[config.mk]
export PLATFORM = sky130hd
export DESIGN_NAME = opsz_decoder
export DESIGN_NICKNAME = d
export VERILOG_FILES = /design/src/rtl/opsz_pkg.sv /design/src/rtl/opsz_classify.sv /design/src/rtl/opsz_opsize.sv /design/src/rtl/opsz_adsize.sv /design/src/rtl/opsz_decoder.sv
export SDC_FILE = /design/constraint.sdc
export NUM_CORES = 1
export LEC_CHECK = 0
export ABC_AREA = 1
export BUFFER_PORTS_ARGS = -buffer_cell sky130_fd_sc_hd__buf_2
export CAP_MARGIN = 20
export CORE_MARGIN = 5
export CORE_UTILIZATION = 50
export DETAILED_ROUTE_END_ITERATION = 8
export PLACE_DENSITY = 0.82
export SLEW_MARGIN = 0
export SYNTH_ARGS = -nofsm -noshare
export SYNTH_HDL_FRONTEND = slang
export SYNTH_SLANG_ARGS = --single-unit
[constraint.sdc]
create_clock -name clk -period 1.49 [get_ports clk]
set_input_delay 0.298 -clock clk [delete_from_list [all_inputs] [get_ports clk]]
set_output_delay 0.298 -clock clk [all_outputs]
set_load 0.03 [all_outputs]
[src/rtl/opsz_pkg.sv]
package opsz_pkg;
  localparam int OPC_W = 8;
  localparam int CNT_W = 6;

  typedef enum logic [1:0] {
    SZ_8  = 2'b00,
    SZ_16 = 2'b01,
    SZ_32 = 2'b10,
    SZ_64 = 2'b11
  } size_e;

  typedef enum logic [1:0] {
    CLS_PROMO  = 2'b00,
    CLS_DEF64  = 2'b01,
    CLS_FIXED8 = 2'b10,
    CLS_DECADJ = 2'b11
  } opclass_e;

  typedef struct packed {
    logic wide;
    logic opsz;
    logic adsz;
  } pfx_t;
endpackage

[src/rtl/opsz_classify.sv]
module opsz_classify
  import opsz_pkg::*;
#(
  parameter int OW = OPC_W
) (
  input  logic [OW-1:0] opc,
  output opclass_e      cls
);
  localparam int HI = OW - 1;

  logic [OW-1:0] op8;
  assign op8 = opc;

  always_comb begin
    cls = CLS_PROMO;
    if (op8 == 8'h37 || op8 == 8'h3F || op8 == 8'hD4 || op8 == 8'hD5) begin
      cls = CLS_DECADJ;
    end else if ((op8[HI:HI-1] == 2'b00 && op8[2:0] == 3'b100) ||
                 (op8[HI:3] == 5'b10110) || op8 == 8'hA8) begin
      cls = CLS_FIXED8;
    end else if (op8[HI:4] == 4'h5 || op8[HI:4] == 4'h7 ||
                 (op8[HI:2] == 6'b111000)) begin
      cls = CLS_DEF64;
    end else begin
      case (op8)
        8'h68, 8'h6A, 8'h8F, 8'h9C, 8'h9D,
        8'hC2, 8'hC3, 8'hC9, 8'hE8, 8'hE9, 8'hEB: cls = CLS_DEF64;
        default:                                  cls = CLS_PROMO;
      endcase
    end
  end
endmodule

[src/rtl/opsz_opsize.sv]
module opsz_opsize
  import opsz_pkg::*;
(
  input  opclass_e cls,
  input  logic     lm,
  input  pfx_t     pfx,
  output size_e    osz,
  output logic     illegal
);
  always_comb begin
    illegal = lm && (cls == CLS_DECADJ);
    osz     = SZ_32;
    unique case (cls)
      CLS_FIXED8, CLS_DECADJ: osz = SZ_8;
      CLS_DEF64: begin
        if (!lm)           osz = pfx.opsz ? SZ_16 : SZ_32;
        else if (pfx.opsz) osz = SZ_16;
        else               osz = SZ_64;
      end
      default: begin
        if (lm && pfx.wide) osz = SZ_64;
        else if (pfx.opsz)  osz = SZ_16;
        else                osz = SZ_32;
      end
    endcase
  end
endmodule

[src/rtl/opsz_adsize.sv]
module opsz_adsize
  import opsz_pkg::*;
(
  input  logic  lm,
  input  logic  adsz_ovr,
  output size_e asz,
  output logic  zext
);
  always_comb begin
    if (lm) begin
      asz  = adsz_ovr ? SZ_32 : SZ_64;
      zext = adsz_ovr;
    end else begin
      asz  = adsz_ovr ? SZ_16 : SZ_32;
      zext = 1'b0;
    end
  end
endmodule

[src/rtl/opsz_decoder.sv]
module opsz_decoder
  import opsz_pkg::*;
#(
  parameter int OW = OPC_W,
  parameter int CW = CNT_W
) (
  input  logic          clk,
  input  logic          rst_n,
  input  logic          dec_valid,
  input  logic          long_mode,
  input  logic          pfx_wide,
  input  logic          pfx_opsz,
  input  logic          pfx_adsz,
  input  logic [OW-1:0] opcode,
  output logic          res_valid,
  output logic [1:0]    op_size,
  output logic [1:0]    addr_size,
  output logic          ptr_zext,
  output logic          bad_opcode,
  output logic [CW-1:0] cnt_mask
);
  localparam logic [CW-1:0] MASK_WIDE   = {CW{1'b1}};
  localparam logic [CW-1:0] MASK_NARROW = {1'b0, {(CW-1){1'b1}}};

  pfx_t     pfx;
  opclass_e cls;
  size_e    osz_c, asz_c;
  logic     ill_c, zext_c;
  logic [CW-1:0] mask_c;

  logic          vld_d, vld_q;
  logic [1:0]    osz_d, osz_q, asz_d, asz_q;
  logic          zext_d, zext_q, ill_d, ill_q;
  logic [CW-1:0] mask_d, mask_q;

  assign pfx = '{wide: pfx_wide, opsz: pfx_opsz, adsz: pfx_adsz};

  opsz_classify #(.OW(OW)) u_cls (.opc(opcode), .cls(cls));
  opsz_opsize u_osz (.cls(cls), .lm(long_mode), .pfx(pfx), .osz(osz_c), .illegal(ill_c));
  opsz_adsize u_asz (.lm(long_mode), .adsz_ovr(pfx.adsz), .asz(asz_c), .zext(zext_c));

  assign mask_c = (osz_c == SZ_64) ? MASK_WIDE : MASK_NARROW;

  // next-state
  always_comb begin
    vld_d  = dec_valid;
    osz_d  = osz_q;
    asz_d  = asz_q;
    zext_d = zext_q;
    ill_d  = ill_q;
    mask_d = mask_q;
    if (dec_valid) begin
      osz_d  = osz_c;
      asz_d  = asz_c;
      zext_d = zext_c;
      ill_d  = ill_c;
      mask_d = mask_c;
    end
  end

  // registers
  always_ff @(posedge clk or negedge rst_n) begin
    if (!rst_n) begin
      vld_q  <= 1'b0;
      osz_q  <= 2'b00;
      asz_q  <= 2'b00;
      zext_q <= 1'b0;
      ill_q  <= 1'b0;
      mask_q <= '0;
    end else begin
      vld_q  <= vld_d;
      osz_q  <= osz_d;
      asz_q  <= asz_d;
      zext_q <= zext_d;
      ill_q  <= ill_d;
      mask_q <= mask_d;
    end
  end

  assign res_valid  = vld_q;
  assign op_size    = osz_q;
  assign addr_size  = asz_q;
  assign ptr_zext   = zext_q;
  assign bad_opcode = ill_q;
  assign cnt_mask   = mask_q;

  a_r1_valid_follows: assert property (@(posedge clk) disable iff (!rst_n)
    dec_valid |=> res_valid);
  a_r1_valid_idle: assert property (@(posedge clk) disable iff (!rst_n)
    !dec_valid |=> !res_valid);
  a_r1_hold: assert property (@(posedge clk) disable iff (!rst_n)
    !dec_valid |=> ($stable(op_size) && $stable(addr_size) && $stable(bad_opcode)));
  a_r2_trap: assert property (@(posedge clk) disable iff (!rst_n)
    (dec_valid && long_mode && (opcode == 8'h37 || opcode == 8'hD4)) |=> bad_opcode);
  a_r2_legacy_legal: assert property (@(posedge clk) disable iff (!rst_n)
    (dec_valid && !long_mode) |=> (!bad_opcode && !ptr_zext && op_size != 2'b11));
  a_r4_never32: assert property (@(posedge clk) disable iff (!rst_n)
    (dec_valid && long_mode && cls == CLS_DEF64) |=> op_size != 2'b10);
  a_r7_zext: assert property (@(posedge clk) disable iff (!rst_n)
    (dec_valid && long_mode && pfx_adsz) |=> (ptr_zext && addr_size == 2'b10));
  a_r9_mask: assert property (@(posedge clk) disable iff (!rst_n)
    res_valid |-> (cnt_mask == ((op_size == 2'b11) ? 6'h3F : 6'h1F)));
endmodule

==> impl_metrics.sql, run 1 <==
INSERT INTO impl_metrics (metric_group, metric, value, unit) VALUES
('synth', 'synthDominantCellAreaShare', '31.0', '%'),
('floorplanning', 'floorplan.initialDensity', '54.4', '%'),
('global_routing', 'gr-total-overflow', '0', ''),
('floorplanning', 'rows', '13', ''),
('setup_path', 'critPathMaxStageDelay', '390', 'ps'),
('finish', 'final_nets', '158', ''),
('finish', 'flow.area_growth_from_synthesis', '21.0', '%'),
('synth', 'synth.yosys.seq_area_share', '31.0', '%'),
('setup_path', 'timing.critical_path.from_type', 'flip-flop', ''),
('synth', 'synthesis_stage_register_bit_count', '9', ''),
('power_and_ir_drop', 'power_density', '739', 'nW/µm²'),
('place', 'gpl.final_weighted_congestion', '0.975', ''),
('detailed_routing', 'viasPerCell', '4.90', ''),
('finish', 'non_filler_cells_final', '155', ''),
('min_path', 'hp-class', 'input port to flip-flop', ''),
('sta', 'final.min_clock_period', '1150', 'ps'),
('min_path', 'worst_hold_stages', '1', ''),
('sta', 'rsz_0062_raised_after_global_routing', 'no', ''),
('global_routing', 'antenna_found_initial', '0', ''),
('clock_tree', 'numCtsBuffers', '3', ''),
('detailed_routing', 'top_signal_layer_used', 'met4', ''),
('sta', 'finalSetupViolCount', '0', ''),
('setup_path', 'critical_path.reg2reg.endpoint', 'cnt_mask[4]$_DFFE_PN0P_', ''),
('global_routing', 'grt_pass1_vias', '642', ''),
('setup_path', 'worst_ep_arrival_time', '860', 'ps'),
('power_and_ir_drop', 'sw_frac_of_total', '33.6', '%'),
('sta', 'slew_limit_headroom', '81.0', '%'),
('sta', 'hold_violations', '0', ''),
('power_and_ir_drop', 'power.clock.fraction', '27.8', '%'),
('setup_path', 'worst-path-stages', '1', ''),
('floorplanning', 'die_w', '48.1', 'µm'),
('clock_tree', 'htree_num_levels', '1', ''),
('power_and_ir_drop', 'internal_power', '0.000430', 'W'),
('sta', 'max_freq', '866', 'MHz'),
('power_and_ir_drop', 'power_switching', '0.000218', 'W'),
('setup_path', 'worstPathRequired', '1190', 'ps'),
('synth', 'count_of_unique_library_cells_instantiated_by_yosys', '20', ''),
('detailed_routing', 'drc_errors', '0', ''),
('detailed_routing', 'wl_met3', '147', 'µm'),
('place', 'placement.cell_area', '842', 'µm²'),
('detailed_routing', 'dr_wl_met2', '701', 'µm'),
('outcome', 'run_status', 'complete, no violations', ''),
('power_and_ir_drop', 'power.share.sequential', '42.3', '%'),
('clock_tree', 'cts.path.max_buffers', '2', ''),
('sta', 'post-route-period-util', '77.5', '%'),
('clock_tree', 'clk_lat_worst_skew', '250', 'ps'),
('power_and_ir_drop', 'leakage', '0.532', 'nW'),
('setup_path', 'r2r.worst_path.cells', '1', ''),
('synth', 'yosys.area.top_type', 'sky130_fd_sc_hd__dfrtp_1', ''),
('setup_path', 'crit_chain', 'buf_2', ''),
('clock_tree', 'tritoncts', 'done', ''),
('floorplanning', 'placeableCoreArea', '1330', 'µm²'),
('synth', 'post_synth.cell_area_avg', '6.42', 'µm²'),
('sta', 'totalNegativeSetupSlack', '0', 'ps'),
('sta', 'clock_skew', '0', 'ps'),
('place', 'dp_hpwl', '1310', 'µm'),
('detailed_routing', 'drtIter0Drc', '19', ''),
('setup_path', 'critPathCaptureType', 'output port', ''),
('sta', 'report.final.slew_viol_count', '0', ''),
('synth', 'synthesis.area', '726', 'µm²'),
('clock_tree', 'clock_tree.root_cell', 'sky130_fd_sc_hd__clkbuf_4', ''),
('setup_path', 'critical_path_s_slowest_cell', 'sky130_fd_sc_hd__dfrtp_1', ''),
('synth', 'synthesis.yosys.warnings', '0', ''),
('place', 'placed_cells_incl_taps', '150', ''),
('synth', 'synth_nets', '130', ''),
('synth', 'synth.top_cells.by_area', 'sky130_fd_sc_hd__dfrtp_1 (31%), sky130_fd_sc_hd__nand2_1 (18%), sky130_fd_sc_hd__nor2_1 (8.3%), sky130_fd_sc_hd__nand2_2 (6.9%), sky130_fd_sc_hd__buf_4 (5.2%)', ''),
('finish', 'layout-drive-gt1-share', '36.4', '%'),
('detailed_routing', 'first_pass_iters', '4', ''),
('setup_path', 'r2r-start', 'cnt_mask[4]$_DFFE_PN0P_', ''),
('floorplanning', 'io_pins', '28', ''),
('floorplanning', 'chipHeight', '48.1', 'µm');
[layer usage]
layer,vias to the layer above,GRT usage [%]
met5,-,0
met4,0,8.06
met3,4,2.58
met2,38,26.6
met1,322,18.5
li1,396,-
[power groups by stage]
stage / clock (W) / combinational, W / sequential, W
floorplan: 0 / 0.0000776 / 0.000321
global placement: 0 / 0.000189 / 0.000278
detailed placement: 0 / 0.000193 / 0.000279
CTS: 0.000187 / 0.000195 / 0.000274
global route: 0.000199 / 0.000216 / 0.000277
finish: 0.000181 / 0.000194 / 0.000274
[state kept, by name, indices dropped and copies added, names as in the netlist]
register    flops
addr_size       2
cnt_mask        2
op_size         2
bad_opcode      1
ptr_zext        1
res_valid       1
[Yosys cell counts, drive strengths merged]
master / instances
nand3: 8
ha: 2
nand4: 2
dfrtp: 9
o31ai: 1
buf: 5
or2: 1
nor3: 1
nor2: 19
o21ai: 4
nand2: 42
nand3b: 1
a21oi: 1
inv: 17
[cell type report]
cell class | instances | area [µm²]
Fill cell | 118 | 455
Multi-Input combinational cell | 82 | 399
Sequential cell | 9 | 225
Timing Repair Buffer | 28 | 145
Inverter | 17 | 63.8
Clock buffer | 4 | 26.3
Tap cell | 15 | 18.8
[per-stage QoR]
step	worst slack, ps	util, %	total power (W)
4_1_cts	318	65.9	0.000657
5_1_grt	203	65.9	0.000692
2_1_floorplan	397	-	0.000399
6_report	335	65.9	0.000649
3_5_place_dp	158	63.1	0.000471
3_3_place_gp	195	63.1	0.000467
[logic make-up (layout without fill, tap and decap cells)]
logic type	Yosys count	count (layout)	synth area share, %
buf+inv	22	49	14.0
flops	9	9	31.0
compound gates	6	6	5.00
simple gates	74	74	46.6
fa+ha+maj	2	2	3.45
[how the worst min path moves through the flow]
stage                                           to  slack [ps]       from
after floorplan           addr_size[0]$_DFFE_PN0P_           2      rst_n
after global placement        ptr_zext$_DFFE_PN0P_         150      rst_n
after detailed placement      ptr_zext$_DFFE_PN0P_         150      rst_n
after CTS                      res_valid$_DFF_PN0_         200  dec_valid
after global routing           res_valid$_DFF_PN0_         210  dec_valid
final                          res_valid$_DFF_PN0_         210  dec_valid
[timing repair]
item                                   in CTS  in global routing
hold buffers                                1                  0
gates resized for setup                     0                  0
endpoints found under the hold margin       9                  0
Note: power is estimated with default switching activity, not from simulation.
==> inputs of run 2 (changes only) <==
CORE_UTILIZATION = 47   (was 50)
PLACE_DENSITY = 0.77   (was 0.82)
clock period = 1.1 ns   (was 1.49 ns; I/O delays follow)
==> run 2 against run 1 <==
- critical path depth stayed put
- largest cell class unchanged
- critical path type unchanged
- setup slack worse by 330 ps
- critical endpoint unchanged
- sequential power is 35% higher
==> impl_metrics.sql, run 2 (same netlist as run 1, synthesis figures left out) <==
INSERT INTO impl_metrics (metric_group, metric, value, unit) VALUES
('outcome', 'run_status', 'complete, no violations', ''),
('finish', 'multi_input_area', '399', 'µm²'),
('detailed_routing', 'route.vias.total', '764', ''),
('floorplanning', 'die_w', '49.3', 'µm'),
('place', 'gpl.final_weighted_congestion', '0.895', ''),
('clock_tree', 'clk_transition_reported_paths', '60', 'ps'),
('detailed_routing', 'first_pass_iters', '7', ''),
('finish', 'final_common_cell', 'sky130_fd_sc_hd__nand2_1', ''),
('sta', 'worst_slew_pin_slew', '250', 'ps'),
('sta', 'post-route-period-util', '99.3', '%'),
('place', 'dp_hpwl', '1330', 'µm'),
('clock_tree', 'cts_post_setup_buffers_inserted', '0', ''),
('setup_path', 'critPathTopFamily', 'flip-flops', ''),
('detailed_routing', 'viasPerCell', '4.81', ''),
('global_routing', 'grt_first_pass_wirelength', '2610', 'µm'),
('finish', 'area_taken_by_flip_flops_and_latches', '226', 'µm²'),
('floorplanning', 'placeableCoreArea', '1490', 'µm²'),
('finish', 'layout-drive-gt1-share', '38.5', '%'),
('sta', 'max_freq', '915', 'MHz'),
('sta', 'hold-worst-slack', '129', 'ps'),
('global_routing', 'antenna_found_initial', '0', ''),
('clock_tree', 'numCtsBuffers', '3', ''),
('setup_path', 'critical_path_s_slowest_cell', 'sky130_fd_sc_hd__dfrtp_2', ''),
('detailed_routing', 'drc_errors', '0', ''),
('power_and_ir_drop', 'power_switching', '0.000295', 'W'),
('sta', 'totalNegativeSetupSlack', '0', 'ps'),
('sta', 'rsz_0062_raised_after_global_routing', 'yes', ''),
('floorplanning', 'floorplan.initialDensity', '48.7', '%'),
('global_routing', 'grt_pass1_vias', '664', ''),
('floorplanning', 'dieArea', '2430', 'µm²'),
('setup_path', 'critical_path_buf_inv_count', '1', ''),
('global_routing', 'grt.total_usage', '13.2', '%'),
('finish', 'layout_common_cells', 'sky130_fd_sc_hd__nand2_1 (34), sky130_fd_sc_hd__buf_2 (22), sky130_fd_sc_hd__nor2_1 (16), sky130_fd_sc_hd__inv_1 (10)', ''),
('power_and_ir_drop', 'power_frac_comb', '30.4', '%'),
('sta', 'clock_skew', '0', 'ps'),
('setup_path', 'critPathCaptureType', 'output port', ''),
('place', 'placement.cell_area', '866', 'µm²'),
('finish', 'fill_cells', '133', ''),
('power_and_ir_drop', 'internal_power', '0.000588', 'W'),
('power_and_ir_drop', 'irDropWorstVdd', '411', 'µV'),
('setup_path', 'worst_ep_arrival_time', '870', 'ps'),
('detailed_routing', 'wl_per_cell', '10.1', 'µm'),
('flow_run', 'max_cap_violations', '0', ''),
('clock_tree', 'numClockSinks', '9', ''),
('detailed_routing', 'routed_wl', '1610', 'µm'),
('global_routing', 'largest_net_degree_at_the_start_of_global_routing', '11', ''),
('clock_tree', 'clk_lat_worst_skew', '250', 'ps'),
('finish', 'flow.area_growth_from_synthesis', '26.7', '%'),
('finish', 'final_nets', '161', ''),
('setup_path', 'critPathMaxStageDelay', '440', 'ps'),
('clock_tree', 'cts.path.max_buffers', '2', ''),
('setup_path', 'timing.critical_path.from_type', 'flip-flop', ''),
('sta', 'finalSetupViolCount', '0', ''),
('setup_path', 'worstPathRequired', '880', 'ps'),
('setup_path', 'maximum_fanout_along_the_worst_path', '6', ''),
('setup_path', 'crit_chain', 'buf_4', ''),
('power_and_ir_drop', 'sw_frac_of_total', '33.4', '%'),
('finish', 'stdcell_area', '920', 'µm²'),
('floorplanning', 'rows', '14', ''),
('detailed_routing', 'antenna_left', '0', ''),
('sta', 'final.min_clock_period', '1090', 'ps'),
('global_routing', 'gr-total-overflow', '0', ''),
('sta', 'report.final.slew_viol_count', '0', ''),
('detailed_routing', 'drtIter0Drc', '14', ''),
('power_and_ir_drop', 'power_density', '960', 'nW/µm²'),
('power_and_ir_drop', 'post-layout-total-power', '0.000883', 'W'),
('sta', 'slew_limit_headroom', '83.2', '%'),
('setup_path', 'critical_path_class', 'flip-flop to output port', ''),
('floorplanning', 'chipHeight', '49.3', 'µm'),
('power_and_ir_drop', 'power.share.sequential', '42.0', '%'),
('finish', 'n_antenna_cell', '0', ''),
('clock_tree', 'clock_tree.root_cell', 'sky130_fd_sc_hd__clkbuf_4', ''),
('clock_tree', 'tritoncts', 'done', ''),
('place', 'portBuffers', '27', ''),
('sta', 'hold_violations', '0', ''),
('power_and_ir_drop', 'leakage', '0.557', 'nW'),
('min_path', 'hp-class', 'input port to flip-flop', ''),
('clock_tree', 'htree_num_levels', '1', ''),
('floorplanning', 'io_pins', '28', ''),
('power_and_ir_drop', 'power.clock.fraction', '27.5', '%');
-- run 2: path summary, 6_finish.rpt --
check / start / to / slack, ps / depth (start not counted)
min reg2reg: cnt_mask[5]$_DFFE_PN0P_ / cnt_mask[5]$_DFFE_PN0P_ / 470 / 2
min in group asynchronous: rst_n / res_valid$_DFF_PN0_ / 340 / 2
min: dec_valid / res_valid$_DFF_PN0_ / 130 / 1
max reg2reg: cnt_mask[4]$_DFFE_PN0P_ / cnt_mask[4]$_DFFE_PN0P_ / 270 / 1
max: cnt_mask[4]$_DFFE_PN0P_ / cnt_mask[2] / 8 / 1
max in group asynchronous: rst_n / cnt_mask[4]$_DFFE_PN0P_ / 570 / 2
-- run 2: cell type report --
type | count | share of cell area, %
repair buffers | 31 | 20.0
flip-flops and latches | 9 | 24.6
multi-input cells | 82 | 43.4
clock buffers | 4 | 2.86
inverters | 17 | 6.94
well taps | 16 | 2.18
-- run 2: metrics by stage --
stage,setup slack (ps),util (%),instances
finish,7.69,61.8,159
global route,-33.1,61.8,159
CTS,7.13,60.6,159
detailed placement,-140,58.2,154
global placement,-117,58.2,154
floorplan,85.2,-,113
-- run 2: per-layer routing --
metal	part of all wire, %	track usage, %	up-vias	routed length, µm
li1	-	-	401	-
met1	40	14.9	330	638
met2	52	23.0	31	831
met3	7.6	2.45	2	123
met4	1.1	6.73	0	17
met5	0	0	-	0
-- run 2: power by group through the flow --
stage / Clock, W / Sequential, W / Combinational (W)
2_1_floorplan: 0 / 0.000435 / 0.000105
3_3_place_gp: 0 / 0.000377 / 0.000263
6_report: 0.000243 / 0.000371 / 0.000269
3_5_place_dp: 0 / 0.000377 / 0.000267
4_1_cts: 0.000248 / 0.000371 / 0.000271
5_1_grt: 0.000272 / 0.000373 / 0.000297
-- run 2: repair_timing --
action,4_1_cts,5_1_grt
resized for setup,0,12
endpoints found under the setup margin,0,5
hold buffers,1,0
endpoints found under the hold margin,9,0
